===== config.mk =====
export PLATFORM = sky130hd
export DESIGN_NAME = extbus_cs_ctrl
export DESIGN_NICKNAME = d
export VERILOG_FILES = /design/src/rtl/extbus_pkg.sv /design/src/rtl/extbus_cfg_reg.sv /design/src/rtl/extbus_wait_ctr.sv /design/src/rtl/extbus_cs_ctrl.sv
export SDC_FILE = /design/constraint.sdc
export NUM_CORES = 1
export LEC_CHECK = 0
export BUFFER_PORTS_ARGS = -buffer_cell sky130_fd_sc_hd__buf_4
export CORE_UTILIZATION = 56
export DETAILED_ROUTE_END_ITERATION = 8
export GPL_TIMING_DRIVEN = 0
export HOLD_SLACK_MARGIN = 0.02
export PLACE_DENSITY = 0.84
export SETUP_SLACK_MARGIN = 0.02
export SYNTH_ARGS = -nofsm -noshare
export SYNTH_HDL_FRONTEND = slang
export SYNTH_SLANG_ARGS = --single-unit

===== constraint.sdc =====
create_clock -name clk -period 5.52 [get_ports clk]
set_clock_uncertainty 0.1 [all_clocks]
set_input_delay 0.552 -clock clk [delete_from_list [all_inputs] [get_ports clk]]
set_output_delay 0.552 -clock clk [all_outputs]
set_load 0.05 [all_outputs]

===== src/rtl/extbus_pkg.sv =====
package extbus_pkg;

    localparam int WCODE_W = 4;
    localparam int RCODE_W = 2;

    typedef enum logic [1:0] {
        ST_IDLE = 2'd0,
        ST_ADDR = 2'd1,
        ST_STRB = 2'd2,
        ST_RCV  = 2'd3
    } seq_st_e;

    typedef struct packed {
        logic               pin_fn;
        logic               pin_ctl;
        logic [1:0]         mode;
        logic               narrow;
        logic [RCODE_W-1:0] rcode;
        logic [WCODE_W-1:0] wcode;
    } cfg_t;

    localparam int CFG_W = $bits(cfg_t);

    function automatic logic cfg_legal(input cfg_t c);
        logic wait_ok;
        wait_ok = !c.wcode[WCODE_W-1] || (&c.wcode);
        return wait_ok && (c.rcode != 2'b11) && (c.mode == 2'b00);
    endfunction

    function automatic logic [RCODE_W-1:0] rcv_cycles(input logic [RCODE_W-1:0] code);
        case (code)
            2'b00:   return 2'd2;
            2'b01:   return 2'd1;
            default: return 2'd0;
        endcase
    endfunction

endpackage


===== src/rtl/extbus_cfg_reg.sv =====
module extbus_cfg_reg
    import extbus_pkg::*;
(
    input  logic             clk,
    input  logic             rst_n,
    input  logic             we,
    input  logic [CFG_W-1:0] wdata,
    output cfg_t             cfg,
    output logic             legal
);

    cfg_t cfg_d, cfg_q;

    always_comb begin
        cfg_d = cfg_q;
        if (we) cfg_d = cfg_t'(wdata);
    end

    always_ff @(posedge clk) begin
        if (!rst_n) cfg_q <= '0;
        else        cfg_q <= cfg_d;
    end

    assign cfg   = cfg_q;
    assign legal = cfg_legal(cfg_q);

    // a register that has just come out of reset holds zero
    assert_cfg_reset_R1: assert property (@(posedge clk)
        !rst_n |=> (cfg == '0));

endmodule


===== src/rtl/extbus_wait_ctr.sv =====
module extbus_wait_ctr #(
    parameter int CNT_W = 3
) (
    input  logic             clk,
    input  logic             rst_n,
    input  logic             run,
    input  logic [CNT_W-1:0] lim,
    input  logic             ext,
    input  logic             wait_in,
    output logic             last
);

    logic [CNT_W-1:0] cnt_d, cnt_q;
    logic [CNT_W-1:0] lim_eff;
    logic             at_lim;

    always_comb begin
        lim_eff = ext ? CNT_W'(1) : lim;
        at_lim  = (cnt_q == lim_eff);
        last    = run && at_lim && !(ext && wait_in);
        cnt_d   = cnt_q;
        if (!run || last) cnt_d = '0;
        else if (!at_lim) cnt_d = cnt_q + 1'b1;
    end

    always_ff @(posedge clk) begin
        if (!rst_n) cnt_q <= '0;
        else        cnt_q <= cnt_d;
    end

    // a fixed-count strobe never runs past its programmed length
    assert_fixed_len_R3: assert property (@(posedge clk) disable iff (!rst_n)
        (run && !ext && cnt_q == lim) |=> (!run || cnt_q == '0));

    // a wait request in the sampled cycle keeps the strobe going
    assert_ext_hold_R4: assert property (@(posedge clk) disable iff (!rst_n)
        (run && ext && cnt_q == CNT_W'(1) && wait_in) |=> run);

endmodule


===== src/rtl/extbus_cs_ctrl.sv =====
module extbus_cs_ctrl
    import extbus_pkg::*;
#(
    parameter int AD_W = 16
) (
    input  logic             clk,
    input  logic             rst_n,
    input  logic             cfg_we,
    input  logic [CFG_W-1:0] cfg_wdata,
    input  logic             req,
    input  logic             req_wr,
    input  logic             req_word,
    input  logic [AD_W-1:0]  req_addr,
    input  logic [AD_W-1:0]  req_wdata,
    output logic             ready,
    output logic             err,
    output logic             busy,
    output logic [AD_W-1:0]  rdata,
    output logic             ale,
    output logic             cs_n,
    output logic             cs_drive,
    output logic             rd_n,
    output logic             wr_n,
    output logic [AD_W-1:0]  ad_out,
    output logic             ad_oe,
    input  logic [AD_W-1:0]  ad_in,
    input  logic             wait_in
);

    localparam int LANE_W = AD_W / 2;
    localparam int CNT_W  = WCODE_W - 1;

    typedef struct packed {
        seq_st_e            st;
        logic               wr;
        logic               two;
        logic               second;
        logic               narrow;
        logic               ext;
        logic [CNT_W-1:0]   wlim;
        logic [RCODE_W-1:0] rcv_n;
        logic [RCODE_W-1:0] rcv_left;
        logic [AD_W-1:0]    addr;
        logic [AD_W-1:0]    wdata;
        logic [LANE_W-1:0]  lo;
        logic               err;
    } seq_t;

    seq_t s_d, s_q;
    cfg_t cfg;
    logic cfg_ok;
    logic strobing;
    logic strb_last;

    extbus_cfg_reg u_cfg (
        .clk   (clk),
        .rst_n (rst_n),
        .we    (cfg_we),
        .wdata (cfg_wdata),
        .cfg   (cfg),
        .legal (cfg_ok)
    );

    assign strobing = (s_q.st == ST_STRB);

    extbus_wait_ctr #(.CNT_W(CNT_W)) u_wait (
        .clk     (clk),
        .rst_n   (rst_n),
        .run     (strobing),
        .lim     (s_q.wlim),
        .ext     (s_q.ext),
        .wait_in (wait_in),
        .last    (strb_last)
    );

    always_comb begin
        s_d     = s_q;
        s_d.err = 1'b0;
        case (s_q.st)
            ST_IDLE: begin
                if (req) begin
                    if (cfg_ok) begin
                        s_d.st     = ST_ADDR;
                        s_d.wr     = req_wr;
                        s_d.two    = cfg.narrow && req_word;
                        s_d.second = 1'b0;
                        s_d.narrow = cfg.narrow;
                        s_d.ext    = &cfg.wcode;
                        s_d.wlim   = cfg.wcode[CNT_W-1:0];
                        s_d.rcv_n  = rcv_cycles(cfg.rcode);
                        s_d.addr   = req_addr;
                        s_d.wdata  = req_wdata;
                    end else begin
                        s_d.err = 1'b1;
                    end
                end
            end
            ST_ADDR: s_d.st = ST_STRB;
            ST_STRB: begin
                if (strb_last) begin
                    if (s_q.two && !s_q.second) begin
                        s_d.st     = ST_ADDR;
                        s_d.second = 1'b1;
                        s_d.lo     = ad_in[LANE_W-1:0];
                    end else if (!s_q.wr && s_q.rcv_n != '0) begin
                        s_d.st       = ST_RCV;
                        s_d.rcv_left = s_q.rcv_n - 1'b1;
                    end else begin
                        s_d.st = ST_IDLE;
                    end
                end
            end
            default: begin
                if (s_q.rcv_left == '0) s_d.st = ST_IDLE;
                else                    s_d.rcv_left = s_q.rcv_left - 1'b1;
            end
        endcase
    end

    always_ff @(posedge clk) begin
        if (!rst_n) begin
            s_q    <= '0;
            s_q.st <= ST_IDLE;
        end else begin
            s_q <= s_d;
        end
    end

    always_comb begin
        ad_out = '0;
        if (s_q.st == ST_ADDR) begin
            ad_out = s_q.second ? s_q.addr + 1'b1 : s_q.addr;
        end else if (strobing && s_q.wr) begin
            if (!s_q.narrow)     ad_out = s_q.wdata;
            else if (s_q.second) ad_out = {{LANE_W{1'b0}}, s_q.wdata[AD_W-1:LANE_W]};
            else                 ad_out = {{LANE_W{1'b0}}, s_q.wdata[LANE_W-1:0]};
        end
        if (!s_q.narrow)  rdata = ad_in;
        else if (s_q.two) rdata = {ad_in[LANE_W-1:0], s_q.lo};
        else              rdata = {{LANE_W{1'b0}}, ad_in[LANE_W-1:0]};
    end

    assign ale      = (s_q.st == ST_ADDR);
    assign ad_oe    = ale || (strobing && s_q.wr);
    assign rd_n     = !(strobing && !s_q.wr);
    assign wr_n     = !(strobing && s_q.wr);
    assign cs_drive = cfg.pin_ctl && cfg.pin_fn;
    assign cs_n     = !((ale || strobing) && cs_drive);
    assign busy     = (s_q.st != ST_IDLE);
    assign ready    = strb_last && (!s_q.two || s_q.second);
    assign err      = s_q.err;

    assert_ale_single_R2: assert property (@(posedge clk) disable iff (!rst_n)
        ale |=> (!ale && (!rd_n || !wr_n)));

    assert_strobe_excl_R2: assert property (@(posedge clk) disable iff (!rst_n)
        !(!rd_n && !wr_n));

    assert_cs_cover_R2: assert property (@(posedge clk) disable iff (!rst_n)
        (cs_drive && (ale || !rd_n || !wr_n)) |-> !cs_n);

    assert_cs_idle_R2: assert property (@(posedge clk) disable iff (!rst_n)
        !busy |-> cs_n);

    assert_err_quiet_R5: assert property (@(posedge clk) disable iff (!rst_n)
        err |-> (!busy && !ale));

    assert_no_rcv_write_R6: assert property (@(posedge clk) disable iff (!rst_n)
        (ready && !wr_n) |=> !busy);

    assert_rcv_block_R7: assert property (@(posedge clk) disable iff (!rst_n)
        (s_q.st == ST_RCV) |=> !ale);

    assert_ready_pulse_R10: assert property (@(posedge clk) disable iff (!rst_n)
        ready |=> !ready);

    assert_cs_undriven_R11: assert property (@(posedge clk) disable iff (!rst_n)
        !cs_drive |-> cs_n);

endmodule


# Word level (Yosys, flattened, before mapping)
# Cells that the tools add are included.
[word_totals]
ram_bits = 0
wordCells = 107
memories = 0
latchBits = 0
input_bits = 66
output_inout_bits = 41
ff_bits = 69
mem_bits_ro = 0
[classes]
magnitude_cmp = 0
reduce_logical = 44
bitwise = 2
muxes = 25
mul = 0
n_shift = 0
n_eq_ne = 12
n_addsub = 4
div_mod_pow = 0
[op_table]
columns = ["operator", "count"]
rows = [
  ["$mux 16", 6],
  ["$mux 12", 2],
  ["$add 16x1->16 const B", 1],
  ["$mux 2", 8],
  ["$logic_and 1x1->1", 13],
  ["$ne 2x2->1 const B", 5],
  ["$reduce_and 5->1", 2],
  ["$logic_not 1->1", 9],
  ["$reduce_and 3->1", 3],
  ["$logic_not 2->1", 4],
  ["$mux 8", 1],
  ["$pmux 2 s2", 2],
  ["$reduce_and 4->1", 2],
  ["$ne 2x1->1 const B", 3],
  ["$pmux 2 s3", 1],
  ["$reduce_bool 2->1", 3],
  ["$logic_or 1x1->1", 5],
  ["$eq 2x1->1 const B", 2],
  ["$reduce_bool 4->1", 1],
  ["$reduce_or 2->1", 2],
  ["$sub 2x1->2 const B", 2],
  ["$add 3x1->3 const B", 1],
  ["$eq 3x3->1", 1],
  ["$mux 1", 3],
  ["4 further kinds", 5],
]

# Longest topological paths before layout
# Gate-level depths: netlist of run 1.
[logic_depth]
ltp_word = 7
ltp_mapped = 8
ltp_nobuf = 7

# Modules after synthesis
# Synthesis of run 1 repeated with hierarchy kept, for this count alone.
[unflattened]
hier_cells = 461
area_unflattened_um2 = 3723.6
[modules_own_cells]
columns = ["mod", "n_inst", "area_per_inst_um2", "seq_area_each_um2", "cells_each"]
rows = [
  ["extbus_cs_ctrl", 1, 3024.2, 1101.1, 394],
  ["extbus_cfg_reg", 1, 432.9, 220.2, 38],
  ["extbus_wait_ctr", 1, 266.5, 60.1, 29],
]

# Worst setup path before layout of run 1
# OpenSTA, ideal clock, no wires.
[synth_timing]
path_kind = "reg2out"
startpoint = "register s_q[53] (netlist bit)"
endpoint = "output port ad_out[0]"
path_slack_ns = 2.150
n_path_buf = 2
stages_incl_launch_ff = 8
required_time_ns = 4.868
arrival_time_ns = 2.718
path_cell_list = "dfxtp_1 > inv_1 > ha_1 > clkbuf_1 > nand2_1 > or2_1 > clkbuf_1 > o21ai_0"
[synth_between]
elab_chain_len = 4
elab_cells_between_ends = 5
cone_classes = "2 x eq/ne; 2 x mux; 1 x reduce/logical"
[synth_rtl]
columns = ["element", "line_no", "source"]
rows = [
  ["start, declared", "extbus_cs_ctrl.sv:49", "seq_t s_d, s_q;"],
  ["$eq 2x2->1", "extbus_cs_ctrl.sv:64", "assign strobing = (s_q.st == ST_STRB);"],
  ["$logic_and 1x1->1", "extbus_cs_ctrl.sv:133", "end else if (strobing && s_q.wr) begin"],
  ["$mux 16", "extbus_cs_ctrl.sv:133", ""],
  ["$mux 16 (*)", "extbus_cs_ctrl.sv:131", "if (s_q.st == ST_ADDR) begin"],
  ["end, declared", "extbus_cs_ctrl.sv:24", "output logic [AD_W-1:0] ad_out,"],
]
# Mark *: on every way between the ends. The rest lies on a longest branch, timed or not.

# Final worst setup path of run 1
[layout_timing]
startpoint = "register s_q[53] (netlist bit)"
endpoint = "output port ad_out[15]"
# The elaborated chain is that of the path after synthesis.

==> out/summary.md, run 1 <==
The flow ran to the end, and the final reports show no timing, DRC or antenna violations. For this run, design rule violations remaining after detail routing come to 0. Cell at the root of the clock tree: clkbuf_8. The final critical path time including I/O delays and setup works out to 3.46 ns.

Global routing finished with a remaining overflow of 0. Maximum ir drop on the vdd rail: 0.204 mV. The final hold violation count is 0, and the total cell area at the placement stage is 0.00445 mm^2.

The share of the core filled with cells came out at 77.5%. The hold-fix buffer count after cts was 0. Summed over its instances, the top area cell type makes up 38.8% of the synthesized netlist area. In this run the post-CTS setup repair buffer count came out at 0. Summed over all layers, the routed wires come to 9.68 mm. The average vias per placed instance was 5.51; the overall via count from detail_route was 3,673.

Yosys printed 0 warnings. The worst hold path begins at cfg_wdata[3]. The global placer's final weighted congestion was 0.876. Relative to the synthesized area, the layout overhead comes to 31.3%.

The endpoint identified for the worst register-to-register timing path is s_q[38]. The maximum clock path buffer count was 2; the DRC violation total after the first TritonRoute iteration was 254. The worst reg-to-reg setup slack was 2.93 ns. For the worst flop-to-flop path, the logic depth is 8.

The number of I/O port buffers came out at 106. Actual slew at the worst max-slew pin: 0.700 ns. The effective utilization at floorplan is 59.1%. Synthesis handed over a netlist of 470 instances.

The flip-flop cell with the highest count after synthesis was dfxtp_1. STA puts the critical path data required time at 4.87 ns. The synthesized netlist occupies a cell area of 0.00356 mm^2. The startpoint identified for the worst register-to-register timing path is s_q[53]. The number of gates resized after CTS was 0. Number of rows in the core area: 28. Averaged over all synthesized cells, the footprint is 7.57 um^2. The path type of the worst min-delay path is primary input to flip-flop.

Once detailed placement completed, the half-perimeter wirelength came to 7.44 mm. The count of nets left with antenna violations once routing finished came out at 0. The tools report the overall global routing resource usage as 29.8%.

The tools report the total negative slack as 0 ns. Ranked by total cell area, the synthesized netlist is headed by dfxtp_1 39%, nand2_1 14%, mux2i_1 8.2%. The analysis attributes to cell leakage a power of 2.15 nW. At the end of the flow, the number of nets in the layout was 659. 0 antenna diodes ended up in the layout. The worst setup path is launched from a flip-flop. STA classifies the critical path endpoint as an output pin.

Of all nets on the critical path, the largest fanout is 9. For this design the ratio of total power to cell area is 262 mW/mm^2. The final cell area excluding filler cells came out at 0.00467 mm^2. dfxtp_1 takes more of the synthesized area than any other cell.

The number of different library cells used by synthesis comes to 41. Dividing the detail-routed wire length by the instance count gives 14.5 um. The via count of the first global-routing pass was 3,267.

The critical path is of the flip-flop to output pin type. The post-synth net total was 542; the depth of the CTS H-tree was 3. The number of failing setup endpoints in the final timing report is 0, and the post-placement cell count is 651. Setup repair after global routing left no endpoint under its margin. The run gives 0 as the number of antenna violations at the first check in global routing. The logs give 0 for the total of max-cap violations and 9 for the CTS buffer count. The clock input transition at the sequential cells of the worst setup and hold paths was 0.08 ns.

The wire length of the first global-routing pass is 15.1 mm, and the number of enable-type register cells in the synthesized netlist is 0. The total area inside the core boundary comes to 0.00603 mm^2. The largest net degree at the start of global routing is 14.

For this run, asynchronously set or reset flops after synthesis account for 0%. Area enclosed by the die boundary: 0.00668 mm^2. The final critical path takes up 62.8% of the cycle. The part of the Yosys area used for sequential elements is 38.8%. Measured against its own limit, the worst slew margin works out to 53.0%. The register bit total from synthesis works out to 69. The clock reaches the later pin of the worst-skew pair after 0.35 ns. For the max-slew violation total from the final report, the log shows 0.

For this run, the number of standard cells in the final layout without fillers is 667. For the worst setup path, the data arrival time is 2.81 ns. The die boundary height is 81.7 um. The run gives 5 as the number of iterations in the first detailed-routing pass. The clock net sink count is 69. In this run the horizontal extent of the chip is 81.7 um.

The instance count along the most critical hold path is 3, and the number of top-level design ports is 107. The timing-limited maximum frequency was 289 MHz. The fraction of final layout cells with drive strength greater than 1 was 22.0%. The tools report the worst min-delay path endpoint as u_cfg.cfg[3]. TritonCTS built the clock tree.
==> cells in the final DEF (no fill, tap or decap), types with 2 or more instances in the layout <==
master / n
nor4_1: 2
and3_1: 2
clkbuf_1: 22
nand3b_1: 3
buf_1: 2
a22o_1: 8
dfxtp_1: 69
a21oi_1: 50
nand2b_1: 3
nand2_1: 128
clkbuf_8: 9
nand4_1: 3
nand3_1: 13
and2_1: 2
o211a_1: 2
o21ai_0: 22
xnor2_1: 10
mux2i_1: 29
ha_1: 6
a211oi_1: 3
or3_1: 4
buf_4: 106
o21ba_2: 2
bufinv_16: 2
nor3_1: 7
clkinv_4: 2
xor2_1: 10
inv_1: 16
nor2_1: 35
a31o_1: 2
==> state kept, by name, indices dropped and copies added, names as in the netlist <==
signal / count
s_q: 54
u_cfg.cfg: 11
u_wait.cnt_q: 3
err: 1
==> final cells by class <==
cell class,count,area (um^2)
Clock buffer,9,124
Timing Repair Buffer,106,796
Tap cell,75,93.8
Clock inverter,7,98.8
Buffer,25,95.1
Fill cell,457,1360
Multi-Input combinational cell,359,2020
Sequential cell,69,1380
Inverter,17,63.8
==> routing by layer <==
metal,track usage (%),wire length [um],vias up
met5,0,0,-
met4,7.54,117,0
met3,9.89,773,15
met2,51.0,4600,145
met1,35.9,4180,1693
li1,-,-,1820
==> worst max path at each step <==
stage                 start          to  slack [ns]  cells after the start
finish              s_q[53]  ad_out[15]        2.06                      9
global route        s_q[53]  ad_out[12]        1.87                      9
CTS                 s_q[53]  ad_out[15]        2.12                      9
detailed placement  s_q[53]  ad_out[15]        2.51                      9
global placement    s_q[53]  ad_out[15]        2.56                      9
floorplan           s_q[53]   ad_out[0]        2.15                      7
==> cell families (layout without fill, tap and decap cells) <==
logic type                 count (synthesis)  after routing  share of synthesized area [%]
AOI/OAI and AO/OA                         96             96                           16.5
xor gates and xnor gates                  20             20                           4.92
muxes                                     30             30                           8.47
buffers and inverters                     42            164                           4.47
DFF                                       69             69                           38.8
and+or+nand+nor                          207            207                           24.8
adders and majority gates                  6              6                           2.11
==> Yosys cell counts (all sizes together), types with 2 or more instances <==
| cell type | number |
|---|---|
| a22o | 8 |
| nand2 | 128 |
| o21ba | 2 |
| nor2 | 35 |
| o21ai | 23 |
| clkbuf | 22 |
| inv | 17 |
| xnor2 | 10 |
| xor2 | 10 |
| mux2i | 29 |
| dfxtp | 69 |
| a211oi | 3 |
| o211a | 2 |
| nand3 | 13 |
| nand3b | 3 |
| nand2b | 3 |
| and3 | 2 |
| and2 | 2 |
| buf | 3 |
| a31o | 3 |
| nor3 | 7 |
| nand4 | 3 |
| nor4 | 2 |
| ha | 6 |
| a21oi | 50 |
| or3 | 4 |
==> where the power goes <==
group | leakage, nW | switching (W) | total (W) | internal [W]
Sequential | 0.563 | 0.0000262 | 0.000550 | 0.000523
Combinational | 1.47 | 0.000132 | 0.000218 | 0.0000861
Clock | 0.110 | 0.000202 | 0.000459 | 0.000256
Total | 2.15 | 0.000360 | 0.00123 | 0.000866
==> per-stage QoR <==
stage,worst slack [ns],power [W],hold WS [ns]
finish,2.06,0.00123,0.342
global route,1.87,0.00127,0.333
CTS,2.12,0.00123,0.335
detailed placement,2.51,0.000775,0.360
global placement,2.56,0.000768,0.346
floorplan,2.15,0.000686,0.336
==> worst max-delay path, stage by stage, from the launching register on <==
cell	delay [ns]
dfxtp_1	0.36
inv_1	0.12
ha_1	0.15
clkbuf_1	0.29
nand2_1	0.18
or2_1	0.24
clkbuf_1	0.19
nor2_1	0.47
a22o_1	0.26
buf_4	0.20
No activity file was read; power rests on OpenSTA's default activity.
==> run 2, diff against run 1 <==
CORE_UTILIZATION = 52   (was 56)
PLACE_DENSITY = 0.79   (was 0.84)
clock period = 3.5 ns   (was 5.52 ns; I/O delays follow)
==> out/summary.md, run 2 (synthesized netlist as in run 1, its figures left out) <==
In this run the most critical hold path is launched from cfg_wdata[10]. The post-detailed-placement half-perimeter wirelength was 7.36 mm (-1.1%); the number of cells on the worst reg-to-reg path was 8 (unchanged). The number of antenna violations at the first check in global routing came out at 0 (unchanged). The final hold violation count was 0 (unchanged). The logs give 0 (unchanged) for the number of diodes added for antenna fixing and 3.05 ns (-1.82 ns) for the worst path required time.

The standby leakage power was 2.15 nW (about the same). The clock period could shrink to 3.22 ns. The die outline width is 84.7 um (+3.7%), and the insertion delay of the later-clocked pin in the worst-skew pair is 0.34 ns (about the same). The total negative slack was 0 ns (unchanged). The number of flip-flops in the largest register is 54 (unchanged).

The tightest min-delay check is of the primary input to flip-flop type. The run gives 3,500 (+7.1%) as the via count of the first global-routing pass. The logs give 4.63 mm (+0.61%) for the length of routed met2 wiring and 0 (unchanged) for the post-detailed-route count of antenna-violating nets. The top cell types in the final layout, fill and taps aside, are 128 x nand2_1, 106 x buf_4, 69 x dfxtp_1. The signal on the critical path passes through inv_1 -> ha_1 -> clkbuf_1 -> nand2_1 -> or2_1 -> clkbuf_1 -> nor2_1 -> a22o_1 -> buf_4.

The tools report the hold-fix buffer count after cts as 0 (unchanged). Maximum clock path buffer count: 2 (unchanged). The final routed wire length divided by cell count was 14.6 um (+0.72%); the actual slew at the worst max-slew pin was 0.961 ns (+0.260 ns). The largest net degree at the start of global routing was 12 (-2). The worst reg-to-reg setup slack is 0.74 ns (-2.19 ns). The logs give 69 (unchanged) for the clock net sink count and 0.00138 mm^2 (unchanged) for the area of all sequential standard cells. The checks that failed: design-rule violations. The tools report the depth of the CTS H-tree as 3 (unchanged). The critical path is of the flip-flop to output pin type. The worst stage delay on the critical path was 0.46 ns (about the same); the final net count was 659 (unchanged). The maximum ir drop on the vdd rail was 0.218 mV (+6.9%); the total of max-cap violations was 0 (unchanged).

The remaining design rule violation count came out at 7 (+7). The tools report the clock network fraction of design power as 38.6% (+1.2 points). The library cell used most frequently in the layout, excluding fill and tap cells, is nand2_1. STA classifies the critical path startpoint as a flip-flop. Of the available clock period, the critical path in the final layout requires 92.0%. Power density of the placed cells: 422 mW/mm^2 (+61%). The fill cell instance count of the final layout came out at 526 (+15%). The flow ran to the end, but the final reports show violations. For the total core area, the log shows 0.00649 mm^2 (+7.8%). The switching power was 0.000543 W (+51%). The average vias per placed instance was 5.50 (-0.12%); the sequential cell fraction of total power was 43.9% (-0.9 points). The number of I/O port buffers came out at 106 (unchanged). The internal cell power came out at 0.00143 W (+65%).

The register with the most flip-flops in the final layout is s_q. The number of rows in the core area was 29 (+3.6%). The tools report the worst setup path startpoint as s_q[53].

The max-slew violation total from the final report came out at 0 (unchanged). The leftover overflow at the end of global routing came out at 0 (unchanged). From synthesis to final layout, the design area changed by 31.5%.

The run gives 0.899 (+2.6%) as the global placer's final weighted congestion. The number of iterations in the first detailed-routing pass was 7 (+2). The run gives 0 (unchanged) as the number of failing setup endpoints in the final timing report.

The clock input transition at the sequential cells of the worst setup and hold paths is 0.07 ns (about the same). Following the worst setup path forward leads to its endpoint at ad_out[12]. The die boundary height is 84.7 um (+3.7%). In this run the critical register-to-register path is captured at s_q[37]. The logs give 192 (-24%) for the DRC violation total after the first TritonRoute iteration and 311 MHz for the timing-limited maximum frequency. The routed length on met1 was 4.38 mm (+4.7%); the maximum fanout along the worst path was 9 (unchanged).

The tools report the critical path arrival as 2.77 ns (-0.04 ns). Setup repair after global routing left no endpoint under its margin. In this run the critical register-to-register path is launched from s_q[53]. CTS placed an instance of clkbuf_8 at the clock tree root. Number of top-level design ports: 107 (unchanged). Fraction of final layout cells with drive strength greater than 1: 21.5% (-0.47 points). The switching portion of total power is 27.5% (-1.9 points), and the footprint of the multi-input gates is 0.00202 mm^2 (unchanged). The run gives 17.5% (-0.3 points) as the power share of the combinational group. The uppermost signal routing layer after detailed routing was met4.

The run gives 9 (unchanged) as the CTS buffer count. Among the stages of the critical path, the cell type that occurs most often is clkbuf_1. The logs give 35.6% (-17 points) for the relative slew slack and 0.141 ns (-0.201 ns) for the worst hold margin. The run gives 28.0% (-1.8 points) as the overall global routing resource usage. STA classifies the critical path endpoint as an output pin.

TritonCTS built the clock tree. The detailed route wirelength on metal3 is 660 um (-15%). Among all stages on the critical path, the largest delay is contributed by nor2_1. The overall routed net length was 9.76 mm (+0.87%); the number of buffers inserted to repair setup after CTS was 0 (unchanged).

The logs give 15.9 mm (+5.0%) for the wire length of the first global-routing pass and 0 (unchanged) for the post-CTS resize count. The effective utilization at floorplan is 54.8% (-4.3 points), and the area enclosed by the die boundary is 0.00718 mm^2 (+7.5%). The run gives 3,674 (+0.027%) as the overall via count from detail_route.
==> run 2: cell types whose count changed in the layout (fill, tap and decap cells not counted) <==
| cell | previous run | this run |
|---|---|---|
| bufinv_16 | 2 | 3 |
| clkbuf_1 | 22 | 24 |
| clkinv_2 | 1 | 0 |
| clkinv_4 | 2 | 0 |
| inv_6 | 1 | 0 |
==> run 2: how the worst min path moves through the flow <==
stage,cells after the start,slack (ns),endpoint
2_1_floorplan,2,0.34,s_q[10]
3_3_place_gp,2,0.34,s_q[39]
3_5_place_dp,2,0.35,s_q[39]
4_1_cts,3,0.13,u_cfg.cfg[10]
5_1_grt,3,0.14,u_cfg.cfg[5]
6_report,3,0.14,u_cfg.cfg[10]
==> run 2: metal layers <==
layer | GRT usage [%] | vias up
li1 | - | 1824
met1 | 35.3 | 1694
met2 | 48.0 | 148
met3 | 6.00 | 8
met4 | 8.78 | 0
met5 | 0 | -
==> run 2: power groups by stage <==
stage	registers [W]	clock network, W	logic, W
5_1_grt	0.000871	0.000807	0.000375
3_5_place_dp	0.000883	0	0.000341
4_1_cts	0.000866	0.000775	0.000344
3_3_place_gp	0.000881	0	0.000335
6_report	0.000867	0.000763	0.000345
2_1_floorplan	0.000872	0	0.000211
==> run 2: critical path, delay by kind of cell (launching register included) <==
family	cells	cell delay, ns
buffers and inverters	4	0.77
flip-flops	1	0.36
AND/OR/NAND/NOR	3	0.88
AO/OA/AOI/OAI	1	0.26
adder cells (fa/ha/maj)	1	0.15
==> run 2: per-stage QoR <==
stage / utilization, % / setup slack (ns) / total power, W / cells / area (um^2)
after detailed placement: 68.5 / 0.679 / 0.00122 / 653 / 4450
after global placement: 68.5 / 0.752 / 0.00122 / 653 / 4450
after global routing: 72.0 / 0.120 / 0.00205 / 668 / 4680
after CTS: 72.0 / 0.300 / 0.00198 / 668 / 4680
after floorplan: - / 0.332 / 0.00108 / 470 / 3560
final: 72.0 / 0.280 / 0.00197 / 668 / 4680
==> run 2: final cells by class <==
class	instances	area share (%)
multi-input cells	359	43.1
flip-flops and latches	69	29.5
repair buffers	106	17.0
clock buffers	11	2.81
clock inverters	4	2.09
well taps	77	2.06
plain buffers	25	2.03
inverters	17	1.36
==> run 3, diff against run 2 <==
CORE_UTILIZATION = 56   (was 52)
PLACE_DENSITY = 0.83   (was 0.79)
SYNTH_HIERARCHICAL = 1   (was unset)
clock period = 3.9 ns   (was 3.5 ns; I/O delays follow)
==> out/summary.md, run 3 <==
Among all flip-flop cells after synthesis, the most frequent one is dfxtp_1. The fill cell instance count of the final layout was 518 (-1.5%). The startpoint identified for the worst register-to-register timing path is u_wait/cnt_q[2]. The run gives 3.41 ns (+0.36 ns) as the worst path required time. The area enclosed by the die boundary is 0.00698 mm^2 (-2.8%). The overall via count from detail_route is 3,763 (+2.4%).

The worst reg-to-reg setup slack is 1.36 ns (+0.62 ns). The logs give 9 (unchanged) for the CTS buffer count and 58.3% (+3.5 points) for the effective utilization at floorplan. Number of buffers inserted to repair setup after CTS: 0 (unchanged).

The tightest min-delay check is of the primary input to flip-flop type. The clock input transition at the sequential cells of the worst setup and hold paths works out to 0.08 ns (about the same). The routed design could run at a clock period as short as 3.15 ns. The remaining design rule violation count was 0 (-7). The final routed wire length divided by cell count was 15.1 um (+3.4%); the leftover overflow at the end of global routing was 0 (unchanged). The number of cells on the worst reg-to-reg path was 8 (unchanged). For the cell area after synthesis, the log shows 0.00372 mm^2 (+4.6%).

Fraction of synthesis flops using an asynchronous set or reset pin: 0% (unchanged). The maximum ir drop on the vdd rail was 0.303 mV (+39%). The tools report the standby leakage power as 2.00 nW (-6.7%).

The run gives 533 (-1.7%) as the post-synth net total. The total of warnings raised by yosys was 6 (+6); the post-detailed-route count of antenna-violating nets was 0 (unchanged). The logs give 0 (unchanged) for the total of max-cap violations and 0.34 ns (about the same) for the insertion delay of the later-clocked pin in the worst-skew pair. For the max-slew violation total from the final report, the log shows 0 (unchanged). The hold-fix buffer count after cts came out at 0 (unchanged). The total negative slack is 0 ns (unchanged).

Top-area cell type share of the netlist area: 37.1% (-1.7 points). The worst setup path is launched from a flip-flop. The timing-limited maximum frequency was 317 MHz.

The wire length of the first global-routing pass came out at 16.5 mm (+3.7%). The logs give 3,560 (+1.7%) for the via count of the first global-routing pass and 29 (unchanged) for the number of rows in the core area. The run gives 107 (unchanged) as the number of top-level design ports.

The worst hold margin was 0.199 ns (+0.0575 ns); the share of the clock period used by the worst path was 80.8%. For the clock net sink count, the log shows 69 (unchanged). The root buffer cell chosen for the clock tree is clkbuf_8. After synthesis, the cell types taking the most area are dfxtp_1 37%, nand2_1 12%, a21boi_0 9.7%. The maximum fanout along the worst path is 9 (unchanged), and the depth of the CTS H-tree is 3 (unchanged). The area of all sequential standard cells was 0.00138 mm^2 (unchanged). For the relative slew slack, the log shows 62.7% (+27 points).

The tools report the global placer's final weighted congestion as 0.898 (-0.17%). For the post-CTS resize count, the log shows 0 (unchanged). Counting flops per register, the top entry is s_q. Non-filler instance count after layout: 660 (-1.2%).

The instance count along the most critical hold path was 3 (unchanged). The critical path capture point type is an output pin. The critical path arrival is 2.66 ns (-0.11 ns). Ranked by instance count, the synthesized netlist is headed by 117 x nand2_1, 69 x dfxtp_1, 48 x a21boi_0, 23 x clkbuf_1, 22 x mux2i_1. The maximum clock path buffer count was 2 (unchanged).

Summed over all instances, the cell type with the most area after synthesis is dfxtp_1. The reg-to-reg endpoint is s_q[41]. TritonCTS built the clock tree.

Setup repair after global routing left no endpoint under its margin. The worst min-delay path startpoint is req_addr[7]. The fraction of final layout cells with drive strength greater than 1 is 24.0% (+2.5 points), and the total cell area at the placement stage is 0.00462 mm^2 (+3.7%). The number of antenna violations at the first check in global routing is 0 (unchanged), and the register bit total from synthesis is 69 (unchanged).

The actual slew at the worst max-slew pin came out at 0.554 ns (-0.406 ns). For the final cell area excluding filler cells, the log shows 0.00487 mm^2 (+4.1%). The worst min-delay path endpoint is s_q[32]. Total core area: 0.00639 mm^2 (-1.7%).

The top cell types in the final layout, fill and taps aside, are 117 x nand2_1, 106 x buf_4, 69 x dfxtp_1. The critical path is of the flip-flop to output pin type. Die boundary height: 83.5 um (-1.4%). By instance count, the leading cell after synthesis is nand2_1. The average size of a mapped cell was 8.08 um^2 (+6.7%); the number of instances in the synthesized netlist was 461 (-1.9%).

The largest net degree at the start of global routing is 13 (+1). The power density of the placed cells was 379 mW/mm^2 (-10%); the number of iterations in the first detailed-routing pass was 5 (-2). The DRC violation total after the first TritonRoute iteration is 243 (+27%), and the area growth from synthesis to final layout is 30.9%. The overall routed net length is 9.97 mm (+2.1%), and the post-detailed-placement half-perimeter wirelength is 7.48 mm (+1.6%). For the number of diodes added for antenna fixing, the log shows 0 (unchanged). The post-placement cell count came out at 644 (-1.4%). The flow ran to the end, and the final reports show no timing, DRC or antenna violations.

The overall global routing resource usage was 29.2% (+1.2 points); the die outline width was 83.5 um (-1.4%). The share of the core filled with cells is 76.3% (+4.3 points), and the number of enable-type register cells in the synthesized netlist is 0 (unchanged). The logs give 0.00217 mm^2 (+7.6%) for the footprint of the multi-input gates and 0 (unchanged) for the number of failing setup endpoints in the final timing report.

The average vias per placed instance is 5.70 (+3.7%), and the part of the Yosys area used for sequential elements is 37.1% (-1.7 points). The number of flip-flops in the largest register came out at 54 (unchanged). The final net count is 650 (-1.4%).

The number of I/O port buffers was 106 (unchanged); the unique cell type count in the Yosys netlist was 47 (+15%). Final hold violation count: 0 (unchanged). The most frequent standard cell in the layout excluding fill and tap cells is nand2_1.
run 3: cell count changes after synthesis, moves of 7 or more:
cell,previous run,this run
mux2_2,0,8
nor2b_1,0,13
a21boi_0,0,48
nand2_1,128,117
o22ai_1,0,8
a22o_1,8,0
a21oi_1,50,4
mux2i_1,29,22
nor2_1,35,9
nand3_1,13,21
run 3: per-layer routing:
layer | share of wire, % | vias to the layer above | wire length (um) | GRT usage [%]
li1 | - | 1830 | - | -
met1 | 44 | 1761 | 4360 | 38.8
met2 | 48 | 161 | 4820 | 49.8
met3 | 7.1 | 11 | 705 | 4.06
met4 | 0.83 | 0 | 83 | 7.70
met5 | 0 | - | 0 | 0
run 3: cell families (layout without fill, tap and decap cells):
group	after synthesis	count (layout)	share of synthesized area [%]
AOI/OAI and AO/OA	96	96	18.8
xor gates and xnor gates	14	14	3.29
adders and majority gates	6	6	2.02
buffers and inverters	43	165	4.60
DFF	69	69	37.1
muxes	30	30	8.33
and+or+nand+nor	203	203	25.9
run 3: through the flow:
step           worst slack (ns)  total power (W)
5_1_grt                   0.612          0.00192
3_5_place_dp               1.19          0.00111
4_1_cts                   0.795          0.00185
2_1_floorplan              1.01         0.000985
6_report                  0.750          0.00185
3_3_place_gp               1.25          0.00110
run 3: how the worst max path moves through the flow:
stage / startpoint / end / slack, ns
CTS: s_q[53] / ad_out[13] / 0.80
floorplan: s_q[54] / ad_out[11] / 1.01
global route: s_q[53] / ad_out[13] / 0.61
detailed placement: s_q[53] / ad_out[13] / 1.19
finish: s_q[53] / ad_out[13] / 0.75
global placement: s_q[53] / ad_out[14] / 1.25
run 3: critical path, cell delays in order, from the launching register on:
cell      delay, ns
dfxtp_1        0.34
inv_1          0.13
ha_1           0.40
nand3b_1       0.38
nor2_1         0.53
nand2_1        0.14
o211ai_1       0.15
buf_4          0.25
run 3: final cells by class:
class	instances	share of cell area, %
buffer	27	2.28
clock buffer	11	3.11
clock inverter	5	2.18
inverter	16	1.23
multi-input combinational	349	44.5
sequential	69	28.3
tap	77	1.98
timing repair buffer	106	16.3
run 3: power breakdown:
group          internal (W)  switching (W)  leakage [nW]
Clock              0.000461       0.000285         0.126
Combinational      0.000133       0.000187          1.31
Sequential         0.000742      0.0000405         0.563
